File: src/rtl/ahb_err_pkg.sv
package ahb_err_pkg;

  typedef enum logic [1:0] {
    TR_IDLE   = 2'b00,
    TR_BUSY   = 2'b01,
    TR_NONSEQ = 2'b10,
    TR_SEQ    = 2'b11
  } trans_e;

  typedef enum logic [1:0] {
    RS_OK       = 2'b00,
    RS_ERR_WAIT = 2'b01,
    RS_ERR_DONE = 2'b10
  } rsp_state_e;

  localparam logic RESP_OKAY  = 1'b0;
  localparam logic RESP_ERROR = 1'b1;

  // Beat count of a burst type; 0 marks an open-ended burst.
  function automatic logic [4:0] burst_beats(input logic [2:0] kind);
    case (kind)
      3'b000:          burst_beats = 5'd1;
      3'b001:          burst_beats = 5'd0;
      3'b010, 3'b011:  burst_beats = 5'd4;
      3'b100, 3'b101:  burst_beats = 5'd8;
      default:         burst_beats = 5'd16;
    endcase
  endfunction

endpackage

File: src/rtl/ahb_err_burst_track.sv
module ahb_err_burst_track
  import ahb_err_pkg::*;
(
  input  logic       clk_i,
  input  logic       rst_ni,
  input  logic       take_i,
  input  logic       free_i,
  input  logic [1:0] trans_i,
  input  logic       write_i,
  input  logic [2:0] size_i,
  input  logic [2:0] burst_i,
  input  logic       beat_err_i,
  output logic       live_o,
  output logic       eff_write_o,
  output logic [2:0] eff_size_o
);

  logic       active_q;
  logic       failed_q;
  logic       open_q;
  logic [3:0] left_q;
  logic       lat_write_q;
  logic [2:0] lat_size_q;
  logic       is_ns;
  logic       is_seq;
  logic       seq_ok;
  logic [4:0] beats;

  assign is_ns  = (trans_i == TR_NONSEQ);
  assign is_seq = (trans_i == TR_SEQ);
  assign beats  = burst_beats(burst_i);
  assign seq_ok = is_seq && active_q && !failed_q && (open_q || (left_q != 4'd0));
  assign live_o = take_i && (is_ns || seq_ok);

  assign eff_write_o = is_ns ? write_i : lat_write_q;
  assign eff_size_o  = is_ns ? size_i  : lat_size_q;

  always_ff @(posedge clk_i or negedge rst_ni) begin
    if (!rst_ni) begin
      active_q    <= 1'b0;
      failed_q    <= 1'b0;
      open_q      <= 1'b0;
      left_q      <= '0;
      lat_write_q <= 1'b0;
      lat_size_q  <= '0;
    end else if (free_i) begin
      active_q <= 1'b0;
    end else if (take_i) begin
      unique case (trans_i)
        TR_NONSEQ: begin
          active_q    <= 1'b1;
          failed_q    <= beat_err_i;
          lat_write_q <= write_i;
          lat_size_q  <= size_i;
          open_q      <= (beats == 5'd0);
          left_q      <= 4'(beats - 5'd1);
        end
        TR_SEQ: begin
          if (seq_ok) begin
            failed_q <= beat_err_i;
            if (!open_q) left_q <= left_q - 4'd1;
          end
        end
        TR_IDLE: active_q <= 1'b0;
        default: ;
      endcase
    end
  end

endmodule

File: src/rtl/ahb_err_addr_check.sv
module ahb_err_addr_check #(
  parameter int              ADDR_W    = 12,
  parameter int              MEM_WORDS = 16,
  parameter int              LANE_BITS = 2,
  parameter logic [ADDR_W-1:0] WIN_BASE = 'h100,
  parameter int              RO_FIRST  = 12,
  parameter int              RO_LAST   = 15,
  localparam int             IDX_W     = $clog2(MEM_WORDS),
  localparam int             WIN_BYTES = MEM_WORDS << LANE_BITS
) (
  input  logic [ADDR_W-1:0] addr_i,
  input  logic              write_i,
  output logic              err_o,
  output logic [IDX_W-1:0]  idx_o
);

  logic [ADDR_W:0] off;
  logic            in_win;
  logic            ro_hit;

  assign off    = {1'b0, addr_i} - {1'b0, WIN_BASE};
  assign in_win = (addr_i >= WIN_BASE) && (off < (ADDR_W+1)'(WIN_BYTES));
  assign idx_o  = off[LANE_BITS +: IDX_W];
  assign ro_hit = (idx_o >= IDX_W'(RO_FIRST)) && (idx_o <= IDX_W'(RO_LAST));
  assign err_o  = in_win ? (write_i && ro_hit) : 1'b1;

endmodule

File: src/rtl/ahb_err_resp_fsm.sv
module ahb_err_resp_fsm
  import ahb_err_pkg::*;
(
  input  logic clk_i,
  input  logic rst_ni,
  input  logic flag_i,
  output logic ready_o,
  output logic resp_o
);

  rsp_state_e state_q, state_d;

  always_comb begin
    unique case (state_q)
      RS_OK:       state_d = flag_i ? RS_ERR_WAIT : RS_OK;
      RS_ERR_WAIT: state_d = RS_ERR_DONE;
      RS_ERR_DONE: state_d = flag_i ? RS_ERR_WAIT : RS_OK;
      default:     state_d = RS_OK;
    endcase
  end

  always_ff @(posedge clk_i or negedge rst_ni) begin
    if (!rst_ni) state_q <= RS_OK;
    else         state_q <= state_d;
  end

  assign ready_o = (state_q != RS_ERR_WAIT);
  assign resp_o  = (state_q == RS_OK) ? RESP_OKAY : RESP_ERROR;

endmodule

File: src/rtl/ahb_err_store.sv
module ahb_err_store #(
  parameter int  WORDS  = 16,
  parameter int  DATA_W = 32,
  localparam int IDX_W  = $clog2(WORDS),
  localparam int STRB_W = DATA_W / 8
) (
  input  logic              clk_i,
  input  logic              rst_ni,
  input  logic              we_i,
  input  logic [IDX_W-1:0]  idx_i,
  input  logic [STRB_W-1:0] be_i,
  input  logic [DATA_W-1:0] wdata_i,
  output logic [DATA_W-1:0] rdata_o
);

  logic [DATA_W-1:0] store_q [WORDS];

  always_ff @(posedge clk_i or negedge rst_ni) begin
    if (!rst_ni) begin
      for (int w = 0; w < WORDS; w++) store_q[w] <= '0;
    end else if (we_i) begin
      for (int b = 0; b < STRB_W; b++)
        if (be_i[b]) store_q[idx_i][8*b +: 8] <= wdata_i[8*b +: 8];
    end
  end

  assign rdata_o = store_q[idx_i];

endmodule

File: src/rtl/ahb_err_slave.sv
module ahb_err_slave
  import ahb_err_pkg::*;
#(
  parameter int              ADDR_W    = 12,
  parameter int              DATA_W    = 32,
  parameter int              MEM_WORDS = 16,
  parameter logic [ADDR_W-1:0] WIN_BASE = 'h100,
  parameter int              RO_FIRST  = 12,
  parameter int              RO_LAST   = 15
) (
  input  logic              clk_i,
  input  logic              rst_ni,
  input  logic              sel_i,
  input  logic [ADDR_W-1:0] addr_i,
  input  logic [1:0]        trans_i,
  input  logic              write_i,
  input  logic [2:0]        size_i,
  input  logic [2:0]        burst_i,
  input  logic [DATA_W-1:0] wdata_i,
  output logic [DATA_W-1:0] rdata_o,
  output logic              ready_o,
  output logic              resp_o
);

  localparam int STRB_W    = DATA_W / 8;
  localparam int LANE_BITS = $clog2(STRB_W);
  localparam int IDX_W     = $clog2(MEM_WORDS);

  function automatic logic [STRB_W-1:0] lane_mask(input logic [2:0] sz,
                                                  input logic [LANE_BITS-1:0] lo);
    int nb;
    int al;
    logic [STRB_W-1:0] m;
    nb = (int'(sz) > LANE_BITS) ? STRB_W : (1 << sz);
    al = int'(lo) & ~(nb - 1);
    for (int b = 0; b < STRB_W; b++) m[b] = (b >= al) && (b < al + nb);
    return m;
  endfunction

  logic              take, free;
  logic              live, eff_write, chk_err, new_err;
  logic [2:0]        eff_size;
  logic [IDX_W-1:0]  idx;
  logic              dp_live_q, dp_write_q;
  logic [IDX_W-1:0]  dp_idx_q;
  logic [STRB_W-1:0] dp_be_q;
  logic              mem_we;
  logic [DATA_W-1:0] mem_rd;

  assign take    = sel_i && ready_o;
  assign free    = !sel_i && ready_o;
  assign new_err = live && chk_err;

  ahb_err_burst_track u_track (
    .clk_i      (clk_i),
    .rst_ni     (rst_ni),
    .take_i     (take),
    .free_i     (free),
    .trans_i    (trans_i),
    .write_i    (write_i),
    .size_i     (size_i),
    .burst_i    (burst_i),
    .beat_err_i (chk_err),
    .live_o     (live),
    .eff_write_o(eff_write),
    .eff_size_o (eff_size)
  );

  ahb_err_addr_check #(
    .ADDR_W   (ADDR_W),
    .MEM_WORDS(MEM_WORDS),
    .LANE_BITS(LANE_BITS),
    .WIN_BASE (WIN_BASE),
    .RO_FIRST (RO_FIRST),
    .RO_LAST  (RO_LAST)
  ) u_check (
    .addr_i (addr_i),
    .write_i(eff_write),
    .err_o  (chk_err),
    .idx_o  (idx)
  );

  ahb_err_resp_fsm u_fsm (
    .clk_i  (clk_i),
    .rst_ni (rst_ni),
    .flag_i (new_err),
    .ready_o(ready_o),
    .resp_o (resp_o)
  );

  // Data-phase capture: only advances while the bus is ready.
  always_ff @(posedge clk_i or negedge rst_ni) begin
    if (!rst_ni) begin
      dp_live_q  <= 1'b0;
      dp_write_q <= 1'b0;
      dp_idx_q   <= '0;
      dp_be_q    <= '0;
    end else if (ready_o) begin
      dp_live_q  <= live && !chk_err;
      dp_write_q <= eff_write;
      dp_idx_q   <= idx;
      dp_be_q    <= lane_mask(eff_size, addr_i[LANE_BITS-1:0]);
    end
  end

  assign mem_we = dp_live_q && dp_write_q;

  ahb_err_store #(
    .WORDS (MEM_WORDS),
    .DATA_W(DATA_W)
  ) u_store (
    .clk_i  (clk_i),
    .rst_ni (rst_ni),
    .we_i   (mem_we),
    .idx_i  (dp_idx_q),
    .be_i   (dp_be_q),
    .wdata_i(wdata_i),
    .rdata_o(mem_rd)
  );

  assign rdata_o = (dp_live_q && !dp_write_q) ? mem_rd : '0;

endmodule

File: config.mk
export PLATFORM = sky130hd
export DESIGN_NAME = ahb_err_slave
export DESIGN_NICKNAME = d
export VERILOG_FILES = /design/src/rtl/ahb_err_pkg.sv /design/src/rtl/ahb_err_burst_track.sv /design/src/rtl/ahb_err_addr_check.sv /design/src/rtl/ahb_err_resp_fsm.sv /design/src/rtl/ahb_err_store.sv /design/src/rtl/ahb_err_slave.sv
export SDC_FILE = /design/constraint.sdc
export NUM_CORES = 1
export LEC_CHECK = 0
export BUFFER_PORTS_ARGS = -buffer_cell sky130_fd_sc_hd__buf_2
export CAP_MARGIN = 5
export CORE_MARGIN = 2
export CORE_UTILIZATION = 30
export CTS_CLUSTER_DIAMETER = 120
export DETAILED_ROUTE_END_ITERATION = 10
export MAX_ROUTING_LAYER = met4
export PLACE_DENSITY = 0.55
export SYNTH_ARGS = -nofsm -noshare
export SYNTH_HDL_FRONTEND = slang
export SYNTH_SLANG_ARGS = --single-unit
File: constraint.sdc
create_clock -name clk_i -period 1.8 [get_ports clk_i]
set_input_delay 0.27 -clock clk_i [delete_from_list [all_inputs] [get_ports clk_i]]
set_output_delay 0.27 -clock clk_i [all_outputs]
set_load 0.03 [all_outputs]
After elaboration in Yosys (flattened, before gate mapping)
Index checks and enable logic that the tools add are counted.
- $add $sub $neg: 5
- order comparisons: 15
- equal/unequal tests: 12
- shifts and indexed selects: 1
- muxes and demuxes: 39
- bitwise operators: 4
- reduce and logical (&&, ||, !) cells: 40
- operators by type and width (kind ; number):
    512-bit two-way mux ; 7
    512-bit bitwise mux ; 4
    32-bit demux with 4-bit select ; 4
    32-bit two-way mux ; 5
    32-bit binary-select mux with 4-bit select ; 1
    3-bit by 32-bit >= comparator with 1-bit output, first input constant ; 2
    3-bit by 32-bit less-than comparator with 1-bit output, first input constant ; 2
    32-bit adder ; 1
    3-bit by 32-bit AND with 32-bit output ; 1
    1-bit by 32-bit >= comparator with 1-bit output, first input constant ; 1
    2-bit by 32-bit >= comparator with 1-bit output, first input constant ; 1
    1-bit by 32-bit less-than comparator with 1-bit output, first input constant ; 1
    2-bit by 32-bit less-than comparator with 1-bit output, first input constant ; 1
    32-bit NOT ; 1
    1-bit by 3-bit left shift with 32-bit output, first input constant ; 1
    32-bit by 2-bit subtractor with 32-bit output, second input constant ; 1
    24-bit two-way mux ; 1
    5-bit case mux with 4 select lines ; 1
    1-bit logical AND ; 18
    16-bit two-way mux ; 1
    13-bit by 7-bit less-than comparator with 1-bit output, second input constant ; 1
    12-bit by 9-bit subtractor with 13-bit output, second input constant ; 1
    12-bit by 9-bit >= comparator with 1-bit output, second input constant ; 1
    4-bit two-way mux ; 2
    other kinds (34) ; 56
- register bits: 535
- input bits: 56
- output and inout port bits: 34
- word-level logic and storage cells: 143

Depth between registers and ports, before layout
Gate-level depths: netlist (run 1).
- depth after elaboration: 16
- gate-level depth with buffers: 10
- mapped depth without buffers: 9

Cells and area by module
Synthesis (run 1) repeated with hierarchy kept, for this count alone.
- cell total of the unflattened synthesis: 1596
- area total of the unflattened synthesis: 24857.6 um^2
- by module, submodules not included (module ; times used ; cells each ; area an instance (um^2) ; sequential area each (um^2)):
    ahb_err_store ; 1 ; 1433 ; 23314.9 ; 12812.3
    ahb_err_slave ; 1 ; 81 ; 733.2 ; 250.2
    ahb_err_burst_track ; 1 ; 65 ; 649.4 ; 275.3
    ahb_err_addr_check ; 1 ; 11 ; 85.1 ; 0.0
    ahb_err_resp_fsm ; 1 ; 6 ; 75.1 ; 50.0

Worst setup path before layout (run 1)
No wires, ideal clock.
- kind: input-to-reg
- start point: input port trans_i[1]
- end point: register dp_be_q[0]
- setup time: 122 ps
- arrival: 2002 ps
- required time: 1678 ps
- slack: -324 ps
- cell stages on the path: 9
- buffers on the path: 1
- cells stage by stage: nor2b_2 > buf_6 > mux2_2 > xnor2_1 > nor2_1 > ha_1 > or4_1 > a21oi_1 > o21ai_1
- longest elaborated chain between the ends: 10
- elaborated cells between the ends (all ways): 12
- those cells by class: add/sub (2); order compare (3); eq/ne (1); shift (1); mux (2); bitwise (2); reduce/logical (1)
- ends and longest elaborated chain (what ; RTL line ; source):
    start: declaration ; ahb_err_slave.sv:15 ; input logic [1:0] trans_i,
    2-bit == test * ; ahb_err_burst_track.sv:29 ; assign is_ns = (trans_i == TR_NONSEQ);
    3-bit two-way mux * ; ahb_err_burst_track.sv:36 ; assign eff_size_o = is_ns ? size_i : lat_size_q;
    3-bit by 2-bit greater-than comparator with 1-bit output / 1-bit by 3-bit left shift with 32-bit output (equally long branches) ; ahb_err_slave.sv:34 ; nb = (int'(sz) > LANE_BITS) ? STRB_W : (1 << sz);
    32-bit two-way mux * ; ahb_err_slave.sv:34 ;
    32-bit by 2-bit subtractor with 32-bit output ; ahb_err_slave.sv:35 ; al = int'(lo) & ~(nb - 1);
    32-bit NOT ; ahb_err_slave.sv:35 ;
    3-bit by 32-bit AND with 32-bit output ; ahb_err_slave.sv:35 ;
    32-bit adder ; ahb_err_slave.sv:36 ; for (int b = 0; b < STRB_W; b++) m[b] = (b >= al) && (b < al + nb);
    1-bit by 32-bit less-than comparator with 1-bit output ; ahb_err_slave.sv:36 ;
    1-bit logical AND * ; ahb_err_slave.sv:36 ;
    end signal: assignment ; ahb_err_slave.sv:102 ; dp_be_q <= lane_mask(eff_size, addr_i[LANE_BITS-1:0]);
    end: declaration ; ahb_err_slave.sv:46 ; logic [STRB_W-1:0] dp_be_q;
Mark *: on every way between the ends. The rest lies on a longest branch, timed or not.
A chain may end at the register's enable or synchronous reset.

Worst setup path in the final report (run 1)
- start point: register dp_idx_q[0]
- end point: output port rdata_o[26]
- longest elaborated chain between the ends: 5
- ends and longest elaborated chain (what ; RTL line ; source):
    start: declaration ; ahb_err_slave.sv:45 ; logic [IDX_W-1:0] dp_idx_q;
    start signal: assignment ; ahb_err_slave.sv:101 ; dp_idx_q <= idx;
    4-bit NOT with 5-bit output (not written as such) ; ahb_err_store.sv:27 ; assign rdata_o = store_q[idx_i];
    32-bit binary-select mux with 4-bit select ; ahb_err_store.sv:27 ;
    32-bit two-way mux (not written as such) (2 in a row) ; ahb_err_store.sv:27 ;
    32-bit two-way mux ; ahb_err_slave.sv:121 ; assign rdata_o = (dp_live_q && !dp_write_q) ? mem_rd : '0;
    end: declaration ; ahb_err_slave.sv:20 ; output logic [DATA_W-1:0] rdata_o,
No other way between the ends. The select of a mux whose other input is x is not followed.

==> flow_metrics.env, run 1 <==
export IMPL_clkSinkCount=535
export IMPL_finalWeightedCongestion=0.767
export IMPL_ir_drop_v=0.000711
export IMPL_synthToLayoutAreaGrowth_pct=34.5
export IMPL_slew_violations=0
export IMPL_async_flop_share=1.00
export IMPL_finalWorstSetupSlack_ns=-0.966
export IMPL_die_x_um=291
export IMPL_power_switching_mw=6.96
export IMPL_synthesis_nets=1624
export IMPL_antenna_found_initial=4
export IMPL_fmax_mhz=361
export IMPL_synth_area_leader_cell="dfrtp_1"
export IMPL_fp_dieArea_sq_mm=0.0848
export IMPL_cap_violations=0
export IMPL_grt_first_pass_wirelength_um=103000
export IMPL_setup_viol=545
export IMPL_drt_iter0_markers=596
export IMPL_cp_data_required_time_ns=1.53
export IMPL_skew_ns=0.0252
export IMPL_path_clk_slew_ns=0.06
export IMPL_muxShareOfSynthArea=0.380
export IMPL_min_period_over_period=1.54
export IMPL_worst_ep_arrival_time_ns=2.50
export IMPL_crit_type="reg2out"
export IMPL_violations="negative setup slack"
export IMPL_drive_gt1_frac=0.639
export IMPL_p_comb_frac=0.133
export IMPL_intPower_mw=21.8
export IMPL_insertion_delay_ns=0.63
export IMPL_drt_wl_total_um=66100
export IMPL_coreArea_sq_mm=0.0818
export IMPL_period_minus_slack_ns=2.77
export IMPL_relSlewSlack=0.601
export IMPL_ys_flop_type="dfrtp_1"
export IMPL_min_path_type="in2async"
export IMPL_tightest_slew_ns=0.599
export IMPL_vias=14700
export IMPL_track_usage=0.162
export IMPL_crit_family="multiplexers"
export IMPL_via_per_inst=4.95
export IMPL_power_density_mw_per_mm2=864
export IMPL_crit_fanout=7
export IMPL_synth_compound_area_frac=0.0151
export IMPL_p_clk_frac=0.419
export IMPL_fillers=7365
export IMPL_grt_pass1_vias=16300
export IMPL_synth_fa_ha_area_frac=0.00152
export IMPL_place_inst=2806
export IMPL_antenna_left=0
export IMPL_swShare=0.242
export IMPL_yosysMostFrequentCell="dfrtp_1"
export IMPL_numPortBuffers=89
export IMPL_synthCells=1565
export IMPL_dieHeight_um=291
export IMPL_crit_slowest_cell="mux4_2"
export IMPL_yosysTopAreaCellShare=0.541
export IMPL_cts_tree="done"
export IMPL_synth_xor_area_frac=0.000708
export IMPL_pwr_share_seq=0.448
export IMPL_synthTopCellsByArea="dfrtp_1, mux2_2, mux4_2, mux2i_1, mux2_1"
export IMPL_rows=105
export IMPL_htreeDepth=2
export IMPL_rsz0062_at_grt="yes"
export IMPL_critical_path_max_stage_delay_ns=0.50
export IMPL_p_leak_nw=14.5
export IMPL_fin_util=0.407
export IMPL_synth_edf_count=0
export IMPL_path_common_cell="buf_12"
export IMPL_worstSetupEndpointType="output port"
export IMPL_grt_max_degree=75
export IMPL_root_buffer="clkbuf_16"
export IMPL_crit_buf_inv=4
export IMPL_hold_viol=0
export IMPL_ys_seq_area_frac=0.541
export IMPL_netlist_area_sq_mm=0.0247
export IMPL_synth_avg_cell_area_sq_um=15.8
export IMPL_drc=0
export IMPL_overflow=0
export IMPL_ys_top_cells_by_count="dfrtp_1, mux2_2, mux4_2"
export IMPL_start_util=0.302
export IMPL_critPathLaunchType="flip-flop"
export IMPL_ys_types=51
export IMPL_finalNonFillerCells=2967
export IMPL_ys_warn_count=0
export IMPL_synth_simple_gate_area_frac=0.0434
export IMPL_pin_count=90
export IMPL_final_nets=1905
export IMPL_cts_max_path_buffers=3
export IMPL_outcome="finished with violations"
export IMPL_drt_wirelength_per_cell_um=22.3
export IMPL_cts_buffers=57
export IMPL_ys_ff_latch=535
export IMPL_dp_slack_ns=-0.528
export IMPL_crit_chain="buf_12 > buf_12 > buf_12 > mux4_2 > mux2i_2 > o22ai_4 > buf_6"
export IMPL_first_pass_iters=5
export IMPL_place_hpwl_um=42000
export IMPL_synth_top_family_by_area="multiplexers"
power groups by stage:
| stage | clock (mW) | combinational (mW) | sequential, mW |
|---|---|---|---|
| CTS | 12.4 | 3.68 | 12.9 |
| global route | 13.0 | 4.11 | 12.9 |
| detailed placement | 0 | 3.24 | 13.1 |
| global placement | 0 | 3.17 | 13.1 |
| finish | 12.0 | 3.82 | 12.9 |
| floorplan | 0 | 2.18 | 13.0 |
state kept, by name, summed over array words and instances, names as in the netlist:
register,flops
u_track.failed_q,1
dp_live_q,1
u_track.left_q,4
u_track.lat_write_q,1
u_fsm.state_q,2
dp_be_q,4
u_track.active_q,1
u_store.store_q,512
dp_idx_q,4
u_track.lat_size_q,3
dp_write_q,1
u_track.open_q,1
cell usage in the layout, fill, tap and decap left out, types with 16 or more instances in the layout:
| master | synthesis | routed |
|---|---|---|
| dfrtp_1 | 535 | 532 |
| mux2i_2 | 1 | 19 |
| mux2i_1 | 67 | 19 |
| buf_4 | 14 | 64 |
| buf_2 | 32 | 60 |
| nor2_8 | 16 | 16 |
| buf_12 | 0 | 100 |
| mux2i_4 | 0 | 30 |
| nand2_4 | 0 | 18 |
| buf_6 | 1 | 67 |
| mux2_2 | 483 | 369 |
| mux2_4 | 0 | 147 |
| o22ai_4 | 0 | 30 |
| mux4_2 | 128 | 128 |
| nand2_1 | 66 | 38 |
| clkbuf_16 | 0 | 58 |
through the flow:
stage	hold WS [ns]	total power, mW	TNS, ns	cell area (sq um)
finish	0.0616	28.7	-159.62	33300
global route	0.0629	30.0	-188.82	33300
CTS	0.0356	28.9	-123.80	32700
detailed placement	0.0847	16.3	-115.84	28900
global placement	0.0833	16.2	-113.04	28900
floorplan	-0.0256	15.1	-3.06	25500
what timing repair did:
item,in CTS,in global routing
endpoints found under the hold margin,376,0
cloned,7,1
pin swaps,21,24
setup buffers,27,11
resized for setup,275,123
endpoints found under the setup margin,546,550
hold buffers,10,0
cell type report:
| class | count | area (sq um) | share of cell area |
|---|---|---|---|
| multi-input combinational | 934 | 12700 | 0.380 |
| sequential | 535 | 13400 | 0.403 |
| timing repair buffer | 314 | 3930 | 0.118 |
| antenna | 4 | 10.0 | 0.000301 |
| clock inverter | 19 | 245 | 0.00737 |
| inverter | 4 | 15.0 | 0.000451 |
| tap | 1070 | 1340 | 0.0402 |
| clock buffer | 87 | 1690 | 0.0508 |
per-layer routing:
layer	vias to the layer above	share of wire	routed length [um]	track usage
li1	6482	-	-	-
met1	7929	0.46	30500	0.217
met2	202	0.49	32400	0.260
met3	78	0.031	2020	0.0246
met4	0	0.018	1170	0.0372
met5	-	0	0	-
path summary, 6_finish.rpt:
check                                       end  slack (ns)        startpoint  depth (start not counted)
max                                 rdata_o[26]       -0.97       dp_idx_q[0]                          7
min                        u_store.store_q[338]        0.06            rst_ni                          2
max reg2reg                 u_store.store_q[74]       -0.47       dp_idx_q[1]                          8
min reg2reg                    u_fsm.state_q[0]        0.45  u_fsm.state_q[0]                          1
max in group asynchronous  u_store.store_q[355]        0.81            rst_ni                          4
min in group clk_i                   dp_be_q[0]        0.08         addr_i[0]                          4
kinds of logic (layout without fill, tap and decap cells):
kind of cell	count (synthesis)	in the layout
xor gates and xnor gates	2	2
buffers and inverters	96	424
adders and majority gates	3	3
AOI/OAI and AO/OA	61	61
other	0	4
and+or+nand+nor	155	155
DFF	535	535
muxes	713	713
(Power assumes the default switching activity.)
==> inputs of run 2 (changes only) <==
Settings changed: CELL_PAD_IN_SITES_DETAIL_PLACEMENT set to 0, CELL_PAD_IN_SITES_GLOBAL_PLACEMENT set to 1, CORE_MARGIN 2 to 5, PLACE_DENSITY 0.55 to 0.61, RECOVER_POWER set to 50.
==> run 2 against run 1 <==
  * The flow still finishes with violations (negative setup slack)
  * Sequential share of layout area shrank 0.58 points
  * First-iteration DRC count is 4.9% lower
  * Register-to-register slack worse by 0.11 ns
  * Core utilization increased by 0.52 points
  * Total power fell by 0.58%
  * Fmax about the same
  * Highest routed layer unchanged
==> flow_metrics.env, run 2 (same netlist as run 1, synthesis figures left out) <==
export IMPL_final_common_cell="dfrtp_1"
export IMPL_finalNonFillerCells=2989
export IMPL_cp_data_required_time_ns=1.53
export IMPL_fin_util=0.412
export IMPL_largest_reg_flops=512
export IMPL_setup_viol=710
export IMPL_crit_buf_inv=4
export IMPL_cts_max_path_buffers=3
export IMPL_root_buffer="clkbuf_16"
export IMPL_place_hpwl_um=41700
export IMPL_track_usage=0.150
export IMPL_antenna_left=0
export IMPL_outcome="finished with violations"
export IMPL_pin_count=90
export IMPL_worst_ep_arrival_time_ns=2.49
export IMPL_fmax_mhz=362
export IMPL_worstSetupEndpointType="output port"
export IMPL_crit_chain="buf_4 > buf_16 > buf_4 > mux4_2 > mux2i_4 > o22ai_4 > buf_6"
export IMPL_min_path_type="in2reg"
export IMPL_p_leak_nw=15.3
export IMPL_overflow=0
export IMPL_cts_tree="done"
export IMPL_grt_pass1_vias=16400
export IMPL_start_util=0.302
export IMPL_drt_iter0_markers=567
export IMPL_clkSinkCount=535
export IMPL_skew_ns=0.0101
export IMPL_drive_gt1_frac=0.647
export IMPL_cts_buffers=59
export IMPL_crit_fanout=6
export IMPL_min_period_over_period=1.54
export IMPL_hold_viol=0
export IMPL_period_minus_slack_ns=2.76
export IMPL_regMostFlops="u_store.store_q"
export IMPL_crit_type="reg2out"
export IMPL_finalWorstSetupSlack_ns=-0.964
export IMPL_critPathLaunchType="flip-flop"
export IMPL_place_inst=2819
export IMPL_grt_first_pass_wirelength_um=102000
export IMPL_cap_violations=0
export IMPL_first_pass_iters=4
export IMPL_coreArea_sq_mm=0.0820
export IMPL_finalWeightedCongestion=0.768
export IMPL_path_common_cell="buf_4"
export IMPL_dp_slack_ns=-0.448
export IMPL_finalSetupTns_ns=-255.76
export IMPL_rows=105
export IMPL_crit_slowest_cell="dfrtp_4"
export IMPL_rsz0062_at_grt="yes"
export IMPL_insertion_delay_ns=0.60
export IMPL_path_clk_slew_ns=0.06
export IMPL_fp_dieArea_sq_mm=0.0883
export IMPL_dieHeight_um=297
export IMPL_die_x_um=297
export IMPL_numPortBuffers=89
export IMPL_htreeDepth=2
export IMPL_drt_wl_total_um=66500
export IMPL_fin_total_pwr_mw=28.6
export IMPL_power_density_mw_per_mm2=847
export IMPL_relSlewSlack=0.209
export IMPL_critical_path_max_stage_delay_ns=0.52
export IMPL_tightest_slew_ns=1.19
export IMPL_final_nets=1931
export IMPL_violations="negative setup slack"
export IMPL_synthToLayoutAreaGrowth_pct=36.5
export IMPL_drt_wirelength_per_cell_um=22.3
export IMPL_antenna_found_initial=3
export IMPL_crit_family="multiplexers"
export IMPL_slew_violations=0
export IMPL_final_cell_mix="dfrtp_1, mux2_2, mux2_4"
export IMPL_vias=14700
export IMPL_grt_max_degree=66
export IMPL_drc=0
export IMPL_via_per_inst=4.93
export IMPL_ir_drop_v=0.000669
## run 2: final timing paths
path,cells past startpoint,end,from,slack (ns)
setup / recovery,7,rdata_o[0],dp_idx_q[0],-0.96
hold / removal,3,dp_idx_q[0],addr_i[2],0.10
setup reg to reg,11,u_store.store_q[443],dp_idx_q[0],-0.58
hold reg to reg,1,u_fsm.state_q[0],u_fsm.state_q[0],0.45
max in group asynchronous,4,u_store.store_q[483],rst_ni,-0.07
min in group asynchronous,2,u_store.store_q[392],rst_ni,0.43
## run 2: where the power goes
group / switching [mW] / total (mW) / internal [mW]
registers: 0.321 / 12.9 / 12.6
clock network: 4.77 / 11.8 / 7.04
logic: 1.79 / 3.87 / 2.09
total: 6.88 / 28.6 / 21.7
## run 2: metrics by stage
stage,instance area [sq um],hold slack [ns]
after floorplan,25500,-0.0256
after CTS,32700,0.0217
after global placement,29200,0.194
after global routing,33800,0.0524
after detailed placement,29200,0.205
final,33800,0.101
## run 2: layout make-up
cell class | count | area [sq um]
timing repair buffer | 338 | 4220
multi-input combinational | 934 | 12900
sequential | 535 | 13400
antenna | 3 | 7.51
tap | 1070 | 1340
fill | 7391 | 48200
clock inverter | 14 | 174
inverter | 4 | 15.0
clock buffer | 91 | 1710
## run 2: metal layers
metal | up-vias | track usage | part of all wire
met5 | - | - | 0
met4 | 0 | 0.0299 | 0.019
met3 | 95 | 0.0217 | 0.028
met2 | 177 | 0.248 | 0.50
met1 | 7946 | 0.200 | 0.46
li1 | 6511 | - | -
## run 2: repair_timing
item | CTS | global route
gates resized for setup | 279 | 203
hold buffers | 9 | 0
setup buffers | 25 | 20
pin swaps | 18 | 28
gates cloned | 4 | 6
endpoints found under the hold margin | 256 | 0
setup endpoints to repair | 545 | 549
## run 2: worst reg2reg max path, delay by kind of cell (launching register included)
kind                   cells  cell delay, ns
DFF                        1            0.52
buffers and inverters      7            1.05
muxes                      1            0.28
and+or+nand+nor            3            0.42
==> inputs of run 3 (changes only) <==
Settings changed: CORE_UTILIZATION 30 to 48, PLACE_DENSITY 0.61 to 0.85.
==> run 3 against run 2 <==
  * The flow still finishes with violations (negative setup slack)
  * Critical path depth is 1 higher
  * Clock power hardly changed
  * Routed wire length is 7.5% lower
  * Design area is 3.4% lower
==> flow_metrics.env, run 3 (same netlist as run 1, synthesis figures left out) <==
export IMPL_vias=14900
export IMPL_antenna_found_initial=0
export IMPL_regMostFlops="u_store.store_q"
export IMPL_outcome="finished with violations"
export IMPL_first_pass_iters=5
export IMPL_fin_util=0.637
export IMPL_power_density_mw_per_mm2=865
export IMPL_min_path_type="in2reg"
export IMPL_clkSinkCount=535
export IMPL_drt_iter0_markers=1005
export IMPL_final_cell_mix="dfrtp_1, mux2_2, mux2_4"
export IMPL_rsz0062_at_grt="yes"
export IMPL_dieHeight_um=237
export IMPL_critical_path_max_stage_delay_ns=0.50
export IMPL_crit_family="buffers and inverters"
export IMPL_synthToLayoutAreaGrowth_pct=31.8
export IMPL_crit_slowest_cell="mux4_2"
export IMPL_final_nets=1902
export IMPL_min_period_over_period=1.56
export IMPL_cts_max_path_buffers=3
export IMPL_drt_wirelength_per_cell_um=24.0
export IMPL_worstSetupEndpointType="output port"
export IMPL_period_minus_slack_ns=2.80
export IMPL_slew_violations=0
export IMPL_coreArea_sq_mm=0.0512
export IMPL_crit_chain="buf_12 > buf_12 > buf_16 > mux4_2 > mux2i_1 > buf_4 > o22ai_4 > buf_6"
export IMPL_grt_pass1_vias=16700
export IMPL_start_util=0.483
export IMPL_htreeDepth=2
export IMPL_drt_wl_total_um=61600
export IMPL_crit_buf_inv=5
export IMPL_finalSetupTns_ns=-232.47
export IMPL_antenna_left=0
export IMPL_relSlewSlack=0.371
export IMPL_pin_count=90
export IMPL_cp_data_required_time_ns=1.53
export IMPL_cts_buffers=56
export IMPL_die_x_um=237
export IMPL_cts_tree="done"
export IMPL_numPortBuffers=89
export IMPL_place_hpwl_um=38100
export IMPL_rows=83
export IMPL_finalWeightedCongestion=0.806
export IMPL_finalWorstSetupSlack_ns=-1.00
export IMPL_cap_violations=0
export IMPL_tightest_slew_ns=0.943
export IMPL_root_buffer="clkbuf_16"
export IMPL_finalNonFillerCells=2569
export IMPL_grt_max_degree=90
export IMPL_hold_viol=0
export IMPL_setup_viol=548
export IMPL_place_inst=2413
export IMPL_skew_ns=0.0208
export IMPL_crit_type="reg2out"
export IMPL_grt_first_pass_wirelength_um=98000
export IMPL_track_usage=0.226
export IMPL_overflow=0
export IMPL_fmax_mhz=357
export IMPL_critPathLaunchType="flip-flop"
export IMPL_drc=0
export IMPL_ir_drop_v=0.000770
export IMPL_fin_total_pwr_mw=28.2
export IMPL_path_clk_slew_ns=0.06
export IMPL_crit_fanout=9
export IMPL_p_leak_nw=14.6
export IMPL_via_per_inst=5.80
export IMPL_drive_gt1_frac=0.636
export IMPL_final_common_cell="dfrtp_1"
export IMPL_worst_ep_arrival_time_ns=2.53
export IMPL_diodes=0
export IMPL_largest_reg_flops=512
export IMPL_insertion_delay_ns=0.60
export IMPL_violations="negative setup slack"
export IMPL_path_common_cell="buf_12"
export IMPL_fp_dieArea_sq_mm=0.0562
==> run 3: cell types whose count changed in the layout (fill, tap and decap cells not counted), moves of 12 or more <==
cell      before  now
buf_6         74   60
clkbuf_1      23   11
mux2_2       308  358
mux2_4       208  147
nand2_2        2   16
nand2_4       41   23
==> run 3: where the power goes <==
group          internal [mW]  switching (mW)
clock                   6.72            4.75
sequential              12.6           0.320
combinational           2.08            1.80
total                   21.4            6.87
==> run 3: repair_timing <==
item / 4_1_cts / 5_1_grt
hold buffers: 11 / 0
endpoints found under the hold margin: 342 / 0
setup buffers: 27 / 8
pin swaps: 20 / 13
endpoints found under the setup margin: 548 / 551
cloned: 8 / 2
gates resized for setup: 318 / 74
==> run 3: routing by layer <==
layer,routed length (um),global-route usage,vias up
met3,2280,0.0320,97
met2,31100,0.370,297
met1,26800,0.301,8037
li1,-,-,6462
met4,1420,0.0574,0
met5,0,-,-
==> run 3: final timing paths <==
path	from	to	slack, ns	cells past startpoint
min in group asynchronous	rst_ni	u_store.store_q[187]	0.31	2
max in group asynchronous	rst_ni	u_store.store_q[365]	0.11	4
worst max-delay path	dp_idx_q[0]	rdata_o[23]	-1.00	8
worst min register to register	u_fsm.state_q[0]	u_fsm.state_q[0]	0.45	1
worst min-delay path	addr_i[6]	dp_live_q	0.06	4
worst max register to register	dp_idx_q[0]	u_store.store_q[416]	-0.53	11
==> run 3: cell type report <==
type	count	area, sq um
Sequential cell	535	13400
Timing Repair Buffer	312	3900
Tap cell	680	851
Inverter	4	15.0
Clock inverter	24	203
Multi-Input combinational cell	934	12600
Fill cell	3403	18600
Clock buffer	80	1630
==> run 3: worst reg2reg max path, delay by kind of cell (launching register included) <==
family,cells,cell delay (ns)
flops,1,0.50
simple gates,3,0.32
mux,1,0.30
buf+inv,7,1.09
==> run 3: stage by stage <==
step,area (sq um),hold slack (ns),worst slack [ns]
global route,32600,0.0738,-1.08
detailed placement,28500,0.161,-0.501
floorplan,25500,-0.0256,-0.222
CTS,32300,0.0359,-1.02
finish,32600,0.0647,-1.00
global placement,28500,0.155,-0.500
